$ cat src/rtl/rnd_pkg.sv
package rnd_pkg;

    typedef struct packed {
        logic lsb;
        logic guard;
        logic rbit;
        logic sticky;
    } rnd_bits_t;

    // nearest, ties to even
    function automatic logic round_up(input rnd_bits_t b);
        return b.guard & (b.rbit | b.sticky | b.lsb);
    endfunction

endpackage

$ cat src/rtl/rnd_lane_decide.sv
module rnd_lane_decide
    import rnd_pkg::*;
#(
    parameter int LW = 32,
    parameter int MW = 24
) (
    input  logic [LW-1:0] lane_in,
    output logic [LW-1:0] lane_trunc,
    output logic [LW-1:0] lane_ulp
);
    localparam int POS_TOP = LW - MW;
    localparam int POS_LOW = LW - MW - 1;

    rnd_bits_t bits;
    logic      up;
    int        p;

    always_comb begin
        p = lane_in[LW-1] ? POS_TOP : POS_LOW;
        bits = '0;
        lane_trunc = '0;
        for (int i = 0; i < LW; i++) begin
            if (i == p)     bits.lsb   = lane_in[i];
            if (i == p - 1) bits.guard = lane_in[i];
            if (i == p - 2) bits.rbit  = lane_in[i];
            if (i <  p - 2) bits.sticky = bits.sticky | lane_in[i];
            if (i >= p)     lane_trunc[i] = lane_in[i];
        end
        up = round_up(bits);
        lane_ulp = '0;
        for (int i = 0; i < LW; i++) begin
            if (i == p) lane_ulp[i] = up;
        end
    end

endmodule

$ cat src/rtl/rnd_incr.sv
module rnd_incr #(
    parameter int W = 32
) (
    input  logic [W-1:0] base,
    input  logic [W-1:0] addend,
    input  logic         cin,
    output logic [W-1:0] sum,
    output logic         cout
);
    logic [W:0] full;

    always_comb begin
        full = {1'b0, base} + {1'b0, addend} + {{W{1'b0}}, cin};
        sum  = full[W-1:0];
        cout = full[W];
    end

endmodule

$ cat src/rtl/dual_round_unit.sv
module dual_round_unit #(
    parameter int LANE_W  = 32,
    parameter int DP_MANT = 53,
    parameter int SP_MANT = 24,
    parameter bit OUT_REG = 1'b1
) (
    input  logic                  clk,
    input  logic                  rst_n,
    input  logic                  dp_mode,
    input  logic [2*LANE_W-1:0]   quo_in,
    output logic [2*LANE_W-1:0]   rnd_word,
    output logic [2*LANE_W-1:0]   norm_word,
    output logic [1:0]            lane_ovf
);
    localparam int WORD_W = 2 * LANE_W;
    localparam int DP_LO  = WORD_W - DP_MANT - 1;
    localparam int SP_LO  = LANE_W - SP_MANT - 1;

    logic [WORD_W-1:0] dp_trunc, dp_ulp;
    logic [LANE_W-1:0] lo_trunc, lo_ulp, hi_trunc, hi_ulp;
    logic [WORD_W-1:0] base_w;
    logic [LANE_W-1:0] add_lo, add_hi, sum_lo, sum_hi;
    logic              c_lo, c_hi, cin_hi;
    logic [WORD_W-1:0] rnd_c, norm_c;
    logic [1:0]        ovf_c;

    rnd_lane_decide #(.LW(WORD_W), .MW(DP_MANT)) u_dp_dec (
        .lane_in(quo_in), .lane_trunc(dp_trunc), .lane_ulp(dp_ulp));

    rnd_lane_decide #(.LW(LANE_W), .MW(SP_MANT)) u_lo_dec (
        .lane_in(quo_in[LANE_W-1:0]), .lane_trunc(lo_trunc), .lane_ulp(lo_ulp));

    rnd_lane_decide #(.LW(LANE_W), .MW(SP_MANT)) u_hi_dec (
        .lane_in(quo_in[WORD_W-1:LANE_W]), .lane_trunc(hi_trunc), .lane_ulp(hi_ulp));

    always_comb begin
        base_w = dp_mode ? dp_trunc : {hi_trunc, lo_trunc};
        add_lo = dp_mode ? dp_ulp[LANE_W-1:0] : lo_ulp;
        add_hi = dp_mode ? dp_ulp[WORD_W-1:LANE_W] : hi_ulp;
        cin_hi = dp_mode & c_lo;
    end

    rnd_incr #(.W(LANE_W)) u_inc_lo (
        .base(base_w[LANE_W-1:0]), .addend(add_lo), .cin(1'b0),
        .sum(sum_lo), .cout(c_lo));

    rnd_incr #(.W(LANE_W)) u_inc_hi (
        .base(base_w[WORD_W-1:LANE_W]), .addend(add_hi), .cin(cin_hi),
        .sum(sum_hi), .cout(c_hi));

    always_comb begin
        rnd_c  = {sum_hi, sum_lo};
        ovf_c  = {c_hi, ~dp_mode & c_lo};
        norm_c = rnd_c;
        if (dp_mode) begin
            if (c_hi) norm_c = {1'b1, rnd_c[WORD_W-1:1]};
        end else begin
            if (c_lo) norm_c[LANE_W-1:0]      = {1'b1, sum_lo[LANE_W-1:1]};
            if (c_hi) norm_c[WORD_W-1:LANE_W] = {1'b1, sum_hi[LANE_W-1:1]};
        end
    end

    generate
        if (OUT_REG) begin : g_reg
            always_ff @(posedge clk or negedge rst_n) begin
                if (!rst_n) begin
                    rnd_word  <= '0;
                    norm_word <= '0;
                    lane_ovf  <= '0;
                end else begin
                    rnd_word  <= rnd_c;
                    norm_word <= norm_c;
                    lane_ovf  <= ovf_c;
                end
            end
        end else begin : g_comb
            always_comb begin
                rnd_word  = rnd_c;
                norm_word = norm_c;
                lane_ovf  = ovf_c;
            end
        end
    endgenerate


    dp_low_flag_chk: assert property (@(posedge clk) disable iff (!rst_n)
        dp_mode |-> !ovf_c[0]);


    hi_norm_shape_chk: assert property (@(posedge clk) disable iff (!rst_n)
        ovf_c[1] |-> (norm_c[WORD_W-1] && norm_c[WORD_W-2:LANE_W] == '0));


    lo_norm_shape_chk: assert property (@(posedge clk) disable iff (!rst_n)
        ovf_c[0] |-> (norm_c[LANE_W-1] && norm_c[LANE_W-2:0] == '0));


    dp_window_chk: assert property (@(posedge clk) disable iff (!rst_n)
        dp_mode |-> rnd_c[DP_LO-1:0] == '0);


    sp_window_chk: assert property (@(posedge clk) disable iff (!rst_n)
        !dp_mode |-> (rnd_c[SP_LO-1:0] == '0 && rnd_c[LANE_W+SP_LO-1:LANE_W] == '0));

endmodule

$ cat config.mk
export PLATFORM = sky130hd
export DESIGN_NAME = dual_round_unit
export DESIGN_NICKNAME = d
export VERILOG_FILES = /design/src/rtl/rnd_pkg.sv /design/src/rtl/rnd_lane_decide.sv /design/src/rtl/rnd_incr.sv /design/src/rtl/dual_round_unit.sv
export SDC_FILE = /design/constraint.sdc
export NUM_CORES = 1
export LEC_CHECK = 0
export ABC_AREA = 1
export BUFFER_PORTS_ARGS = -buffer_cell sky130_fd_sc_hd__buf_4
export CORE_MARGIN = 2
export CORE_UTILIZATION = 56
export DETAILED_ROUTE_END_ITERATION = 7
export PLACE_DENSITY = 0.89
export SETUP_SLACK_MARGIN = 0.5
export SYNTH_ARGS = -nofsm -noshare
export SYNTH_HDL_FRONTEND = slang
export SYNTH_SLANG_ARGS = --single-unit
export TNS_END_PERCENT = 1
$ cat constraint.sdc
create_clock -name clk -period 0.81 [get_ports clk]
set_input_delay 0.081 -clock clk [delete_from_list [all_inputs] [get_ports clk]]
set_output_delay 0.081 -clock clk [all_outputs]
set_load 0.02 [all_outputs]
==> results of run 1 <==
## cell usage after synthesis, types with 2 or more instances
cell / number / area (um^2)
nand3_1: 74 / 370
nand2_4: 4 / 45.0
buf_6: 5 / 56.3
inv_1: 96 / 360
a21oi_1: 15 / 75.1
dfrtp_1: 117 / 2930
ha_1: 8 / 100
buf_1: 2 / 7.51
o21ai_0: 25 / 125
nand4_1: 20 / 125
nand2_2: 6 / 37.5
o211ai_1: 5 / 37.5
nor3_1: 16 / 80.1
nor2_1: 56 / 210
o21ai_1: 6 / 30.0
o21bai_1: 2 / 15.0
inv_2: 5 / 18.8
nand3b_1: 7 / 52.6
nand2_1: 282 / 1060
nor2_8: 3 / 60.1
xor2_1: 14 / 123
nand3_2: 3 / 30.0
xnor2_1: 8 / 70.1
o21a_1: 2 / 15.0
nor2_4: 6 / 67.6
buf_4: 14 / 105
nor2_2: 5 / 31.3
nor4_1: 3 / 18.8
and2_1: 3 / 18.8
buf_2: 6 / 30.0
clkbuf_1: 3 / 11.3
nand3_4: 2 / 35.0
## logic make-up after synthesis
family | after synthesis | synth area share (%)
XOR/XNOR | 23 | 3.23
adder cells (fa/ha/maj) | 9 | 1.85
AND/OR/NAND/NOR | 494 | 35.3
other | 1 | 0.0579
AO/OA/AOI/OAI | 60 | 5.25
buffers and inverters | 131 | 9.10
flip-flops | 117 | 45.2
## per-stage QoR
step,instances,TNS (ps)
3_5_place_dp,1352,-278100
3_3_place_gp,1352,-255130
2_1_floorplan,847,-217130
==> metrics, run 1 <==
status aborted with a tool error; Halt Stage clock tree synthesis (4_1_cts); first error [ERROR DPL-0033] detailed placement checks failed during check placement.; #FFs+latches synth 117; post-synthesis cell area 6480 um^2; num rows 39; Synth Instances 835; post-CTS resize count 199; Clock Sinks 117; placed wire-length estimate 18600 um; clock buffer count from CTS 17; Port Buffers 183; Die Wd 112 um; post-CTS setup buffers 24; CTS Buffer Depth 2; Post-synth EDFFs 0; Post-Place Setup Slack -2820 ps; syn_area_per_cell 7.76 um^2; CTS Root Cell clkbuf_16; register area share after synthesis 45.2%; Most used DFF post-synth dfrtp_1; Starting Density 57.0%; YS warnings 0; ys async rst share 100%; Die Span Y 112 um; placed cell area 9580 um^2; post-synthesis cell type count 44; CTS H-tree depth 4; # IOs 197; GPL Wtd Cong 1.01
==> run 2, diff against run 1 <==
- CORE_UTILIZATION: 56 -> 40
- PLACE_DENSITY: 0.89 -> default
- PLACE_DENSITY_LB_ADDON: default -> 0.15
- SETUP_SLACK_MARGIN: 0.5 -> default
==> run 2 against run 1 <==
- the flow now finishes, with violations (hold timing, setup timing)
- synthesized cell count unchanged
- area after synthesis unchanged
==> metrics, run 2 <==
GPL Wtd Cong 0.909; RSZ-0062 raised after global routing true; DRT Wirelength 22100 um; Synth top cells by count nand2_1, dfrtp_1, inv_1; Synth Instances 835; full die area 17200 um^2; maximum VDD drop 1.27 mV; sw power 4.71 mW; Filler cells 1268; largest net degree at the start of global routing 61; post-synthesis cell type count 44; num rows 46; post-synthesis cell area 6480 um^2; GRT Util Overall 25.8%; hold_ws -18.9 ps; #FFs+latches synth 117; commonest non-fill, non-tap cells in the layout buf_4, nand2_1, buf_6; Crit. End Element register; CTS Root Cell clkbuf_16; first-pass GRT wire length 35400 um; core outline area 15800 um^2; Clock Sinks 117; top-count cell post-synth nand2_1; f_max 0.325 GHz; hold path depth 3; PnR worst setup slack -2270 ps; switching share of power 27.0%; placed cell area 9610 um^2; Pleak 5.99 nW; commonest non-fill, non-tap cell in the layout buf_4; CTS Hold Bufs 2; fin nets 1327; max reg flops 58; Reg with most FFs norm_word; status complete, but fails checks; Most used DFF post-synth dfrtp_1; max cap viols 0; Comb pwr share 22.3%; Yosys top cell by area dfrtp_1; Worst EP arrival 3370 ps; CP required 1100 ps; syn_area_per_cell 7.76 um^2; final hold violations 1; Final Cycle Share 380%; Die Span Y 131 um; via count 7006; CTS H-tree depth 4; WL per Instance 14.9 um; YS warnings 0; post-route setup TNS -238440 ps; # IOs 197; layout cells sized above 1 42.6%; Post-Place Setup Slack -2830 ps; total gr overflow 0; Vias/cell 4.74; Port Buffers 183; Pre-Repair DR Iteration Count 5; crit path max fanout 6; clock buffer count from CTS 17; ys async rst share 100%; CTS Buffer Depth 2; min Tclk post-route 3080 ps; Worst Setup Start Kind input port; failing checks hold timing, setup timing; Internal Power 12.8 mW; Setup Viol. Count Final 234; Sequential Power Share 36.8%; area grow syn2layout 72.7%; clock share of power 40.9%; final instance area 11200 um^2; Top Registers norm_word x58, rnd_word x57, lane_ovf x2; register area share after synthesis 45.2%; final antenna-violating net count 0; Post-synth EDFFs 0; # DRC 0; Tightest Hold Check Type input port to register; largest cells by area after synthesis dfrtp_1, nand2_1, nand3_1, inv_1, nor2_1; ANT cells 0; CTS clk-pin slew, worst paths 50 ps; PwrDens 1560 nW/um^2; Pwr Total 17.5 mW; Starting Density 40.9%; fin. max-slew vios 0; worst setup path category input port to register; vias in the first global route 7135; placed wire-length estimate 16700 um; top-area cell type share of the netlist area 45.2%; Die Wd 131 um; DRT iter0 DRCs 386; CTS tree yes; antenna violations before repair 0
-- run 2: cell type report --
cell class | instances | area, um^2 | share of cell area (%)
Multi-Input combinational cell | 599 | 3340 | 29.8
Clock inverter | 10 | 108 | 0.962
Inverter | 101 | 379 | 3.39
Sequential cell | 117 | 2930 | 26.2
Tap cell | 216 | 270 | 2.42
Timing Repair Buffer | 415 | 3710 | 33.2
Clock buffer | 20 | 457 | 4.08
-- run 2: what timing repair did --
item / CTS / global route
endpoints found under the setup margin: 234 / 234
cloned: 0 / 2
pin swaps: 16 / 16
buffers inserted: 14 / 4
resized for setup: 175 / 31
endpoints found under the hold margin: 120 / 1
-- run 2: power groups by stage --
stage	Sequential (mW)	Combinational, mW	Clock (mW)
after global routing	6.46	4.17	7.48
after detailed placement	6.46	3.45	0
after floorplan	6.92	0.971	0
after CTS	6.44	3.82	7.24
after global placement	6.46	3.43	0
final	6.43	3.89	7.14
-- run 2: final timing paths --
check | from | end | slack (ps)
setup / recovery | quo_in[2] | norm_word[13] | -2270
hold / removal | quo_in[45] | rnd_word[45] | -20
max in group asynchronous | rst_n | rnd_word[49] | 290
min in group asynchronous | rst_n | norm_word[41] | 220
-- run 2: layer usage --
metal	global-route usage, %	routed length, um
met5	0	0
met4	8.51	559
met3	4.28	1160
met2	47.3	11400
met1	30.8	8920
-- run 2: stage by stage --
stage | cells | utilization, %
after CTS | 1472 | 69.5
after detailed placement | 1426 | 60.7
final | 1478 | 70.7
after floorplan | 847 | -
after global routing | 1478 | 70.7
after global placement | 1426 | 60.7
-- run 2: cell families after synthesis --
logic type               after synthesis  synth area share (%)
flip-flops                           117                  45.2
AND/OR/NAND/NOR                      494                  35.3
XOR/XNOR                              23                  3.23
adder cells (fa/ha/maj)                9                  1.85
AO/OA/AOI/OAI                         60                  5.25
buffers and inverters                131                  9.10
other                                  1                0.0579
-- run 2: worst max-delay path, stage by stage --
cell and delay [ps]:
buf_6 100, nor2_4 90, nand2_2 60, nor3_4 120
nand4_1 100, o211ai_1 150, nor3_2 70, ha_1 350
nand2_2 90, nor2_2 120, nand3_1 90, nand2_2 80
nand4_1 70, nor2_1 160, nand2_1 110, nor2_1 130
ha_2 210, ha_4 140, nand2_4 50, nor2_4 80
nand3_2 110, nand2_4 160, nand4_4 180, buf_12 190
nand2_2 60, o21ai_2 50, nand2_1 70, nand2_1 60
(Power assumes the default switching activity.)
==> run 3, diff against run 2 <==
- CAP_MARGIN: default -> 20
- CORE_ASPECT_RATIO: default -> 1.2
- SKIP_LAST_GASP: default -> 1
==> run 3 against run 2 <==
- the run ends with setup timing left
- largest cell class unchanged
- clock power increased by 6.7%
- worst hold slack improved by 25 ps
- first-iteration DRC count increased by 15%
- final cell count decreased by 0.47%
- highest routed layer unchanged
- die area about the same
- core utilization decreased by 3.8 points
- via count decreased by 1.3%
- clock-buffer cell count increased by 1
- global-route usage increased by 0.063 points
==> metrics, run 3 (same netlist as run 2, synthesis figures left out) <==
status complete, but fails checks; failing checks setup timing; fin nets 1327; crit path max fanout 6; core outline area 15700 um^2; largest net degree at the start of global routing 36; Filler cells 1390; hold path depth 3; PwrDens 1670 nW/um^2; GRT Util Overall 25.9%; Die Wd 120 um; Slew headroom 67.1%; Final Cycle Share 368%; area grow syn2layout 62.1%; Starting Density 41.3%; CTS tree yes; CTS Buffer Depth 2; Worst Setup Start Kind input port; total gr overflow 0; Die Span Y 143 um; Tightest Hold Check Type input port to register; Clock Sinks 117; via count 6914; final hold violations 0; fin util 66.9%; worst slew pin tran 490 ps; CTS H-tree depth 4; min Tclk post-route 2980 ps; DRT Wirelength 21900 um; clock buffer count from CTS 17; ANT cells 0; max cap viols 0; CTS Root Cell clkbuf_16; maximum VDD drop 0.925 mV; placed cells 1420; # IOs 197; placed wire-length estimate 17100 um; fin. max-slew vios 0; DRT iter0 DRCs 442; hold_ws 6.57 ps; Crit. End Element register; area taken by multi-input logic gates 3120 um^2; vias in the first global route 7083; RSZ-0062 raised after global routing true; Reg with most FFs norm_word; FF+latch area 2930 um^2; Top Registers norm_word x58, rnd_word x57, lane_ovf x2; # DRC 0; GPL Wtd Cong 0.929; max reg flops 58; commonest non-fill, non-tap cells in the layout buf_4, nand2_1, dfrtp_1; Pre-Repair DR Iteration Count 5; Pwr Total 17.5 mW; first-pass GRT wire length 34300 um; Worst EP arrival 3280 ps; worst setup path category input port to register; antenna violations before repair 0; final antenna-violating net count 0; Post-Place Setup Slack -2730 ps; num rows 50; Pleak 5.70 nW; Post-Layout Cell Count 1471; commonest non-fill, non-tap cell in the layout buf_4; CP required 1110 ps; Port Buffers 183; PnR worst setup slack -2170 ps; full die area 17200 um^2; CTS clk-pin slew, worst paths 60 ps; Vias/cell 4.70; f_max 0.335 GHz; WL per Instance 14.9 um; Setup Viol. Count Final 234; layout cells sized above 1 39.1%
-- run 3: metal layers --
| metal | up-vias | global-route usage (%) | part of all wire [%] |
|---|---|---|---|
| met1 | 3189 | 26.8 | 37 |
| met2 | 216 | 50.8 | 55 |
| met3 | 59 | 3.89 | 4.6 |
| met5 | - | 0 | 0 |
| met4 | 0 | 11.8 | 3.4 |
| li1 | 3450 | - | - |
-- run 3: timing repair --
item,in CTS,in global routing
pin swaps,7,5
gates cloned,1,1
resized for setup,15,12
hold endpoints to repair,125,0
setup buffers,10,3
hold buffers,5,0
endpoints found under the setup margin,234,234
-- run 3: cell type report --
cell class	count	area share [%]
multi-input cells	601	29.7
flip-flops and latches	117	27.9
well taps	208	2.48
clock buffers	21	4.39
repair buffers	413	30.7
clock inverters	10	1.24
inverters	101	3.61
-- run 3: critical path, stage by stage --
cell and delay (ps):
buf_6 90, nor2_2 80, nand2_1 60, nor3_2 140
nand4_1 110, o211ai_1 120, nor3_1 80, ha_1 330
nand2_1 90, nor2_1 120, nand3_1 100, nand2_2 80
nand4_1 90, nor2_2 120, nand2_1 90, nor2_2 90
ha_2 200, ha_4 150, nand2_4 60, nor2_4 80
nand3_2 110, nand2_4 130, nand3_4 130, nor2_4 270
nand3_1 110, nand3_1 90, nand2_1 70
-- run 3: worst paths after layout --
kind,to,startpoint
worst max-delay path,norm_word[26],quo_in[1]
worst min-delay path,rnd_word[46],quo_in[46]
max in group asynchronous,norm_word[48],rst_n
min in group asynchronous,rnd_word[39],rst_n
-- run 3: stage by stage --
step	cell area [um^2]	setup TNS, ps
after global routing	10500	-264670
after CTS	10400	-231890
final	10500	-230620
after detailed placement	9620	-265600
after floorplan	6530	-219960
after global placement	9620	-253240
-- run 3: report_power, final --
| group | total, mW | switching (mW) | internal [mW] |
|---|---|---|---|
| clock network | 7.62 | 2.67 | 4.95 |
| registers | 6.34 | 0.121 | 6.22 |
| logic | 3.56 | 1.93 | 1.63 |
| total | 17.5 | 4.71 | 12.8 |
==> run 4, diff against run 3 <==
- CTS_BUF_LIST: default -> sky130_fd_sc_hd__clkbuf_8
==> run 4 against run 3 <==
- the flow finishes with violations (hold timing, setup timing)
- clock power decreased by 27%
- via count shrank 1.4%
- sequential share of layout area increased by 0.69 points
- final cell count is 0.20% lower
- sequential cell count unchanged
- sequential power is essentially flat
- critical endpoint is now norm_word[42]
==> metrics, run 4 (same netlist as run 2, synthesis figures left out) <==
# DRC 0; Pwr Total 15.4 mW; via count 6814; min Tclk post-route 2960 ps; commonest non-fill, non-tap cell in the layout buf_4; Port Buffers 183; placed wire-length estimate 17100 um; CTS Buffer Depth 2; largest net degree at the start of global routing 36; Final Cycle Share 366%; # IOs 197; Pre-Repair DR Iteration Count 4; CTS clk-pin slew, worst paths 60 ps; layout cells sized above 1 38.6%; status complete, but fails checks; Setup Viol. Count Final 234; GRT Util Overall 25.8%; Vias/cell 4.64; full die area 17200 um^2; Worst EP arrival 3260 ps; final hold violations 3; DRT iter0 DRCs 418; Reg with most FFs norm_word; worst setup path category input port to register; fin util 65.2%; commonest non-fill, non-tap cells in the layout buf_4, nand2_1, dfrtp_1; Worst Setup Start Kind input port; max reg flops 58; post-route setup TNS -231670 ps; fin nets 1324; failing checks hold timing, setup timing; first-pass GRT wire length 34200 um; total gr overflow 0; crit path max fanout 4; max cap viols 0; CTS tree yes; Top Registers norm_word x58, rnd_word x57, lane_ovf x2; DRT Wirelength 21500 um; Tightest Hold Check Type input port to register; maximum VDD drop 0.735 mV; RSZ-0062 raised after global routing true; CTS Hold Bufs 6; f_max 0.337 GHz; CTS Root Cell clkbuf_8; final instance area 10200 um^2; ANT cells 0; CTS H-tree depth 4; vias in the first global route 7068; Die Wd 120 um; CP required 1110 ps; Clock Sinks 117; core outline area 15700 um^2; PnR worst setup slack -2150 ps; Die Span Y 143 um; Crit. End Element register; fin. max-slew vios 0; final antenna-violating net count 0; WL per Instance 14.7 um; clock buffer count from CTS 17; num rows 50; hold_ws -12.2 ps; placed cell area 9620 um^2; antenna violations before repair 0; Top cell by count, worst path nand2_1; PwrDens 1500 nW/um^2; GPL Wtd Cong 0.929; delay of the slowest critical-path stage 340 ps; Starting Density 41.3%; Pleak 5.60 nW; crit path max-delay cell type ha_1; area grow syn2layout 58.2%
==> run 4: changes by cell type in the layout (fill, tap and decap cells not counted), moves of 2 or more <==
cell | before | now
clkbuf_8 | 2 | 19
nand2_1 | 278 | 280
nor2_1 | 50 | 52
clkbuf_16 | 17 | 0
nor2_4 | 10 | 7
inv_1 | 96 | 98
clkbuf_1 | 2 | 0
nand2_2 | 9 | 7
==> run 4: metrics by stage <==
step                      cells  setup slack [ps]
after CTS                  1467             -2170
after global routing       1468             -2470
after detailed placement   1420             -2730
after floorplan             847             -2370
after global placement     1420             -2600
final                      1468             -2150
==> run 4: where the power goes <==
group | internal (mW) | switching, mW
Sequential | 6.21 | 0.120
Clock | 3.14 | 2.39
Combinational | 1.63 | 1.92
==> run 4: critical path, delay by kind of cell <==
family	cells	cell delay [ps]
AND/OR/NAND/NOR	17	1600
adder cells (fa/ha/maj)	3	720
buffers and inverters	3	400
XOR/XNOR	1	150
AO/OA/AOI/OAI	2	360
==> run 4: path summary, 6_finish.rpt <==
kind,from,to,depth (start not counted)
max,quo_in[1],norm_word[42],26
min,quo_in[45],rnd_word[45],3
max in group asynchronous,rst_n,norm_word[29],3
min in group asynchronous,rst_n,rnd_word[39],2
==> run 4: final cells by class <==
type	count	area (um^2)
Clock inverter	12	138
Timing Repair Buffer	411	3190
Tap cell	208	260
Fill cell	1442	5460
Inverter	101	379
Clock buffer	19	262
Multi-Input combinational cell	600	3080
Sequential cell	117	2930
==> run 4: routing by layer <==
layer	track usage, %	routed length [um]
met1	26.7	8020
met2	50.3	11800
met3	4.29	915
met4	12.0	825
met5	0	0
==> run 4: repair_timing <==
item                                    4_1_cts  5_1_grt
pin swaps                                    10        3
endpoints found under the setup margin      234      234
resized for setup                            15        5
buffers inserted                              9        1
cloned                                        1        0
endpoints found under the hold margin       133        4
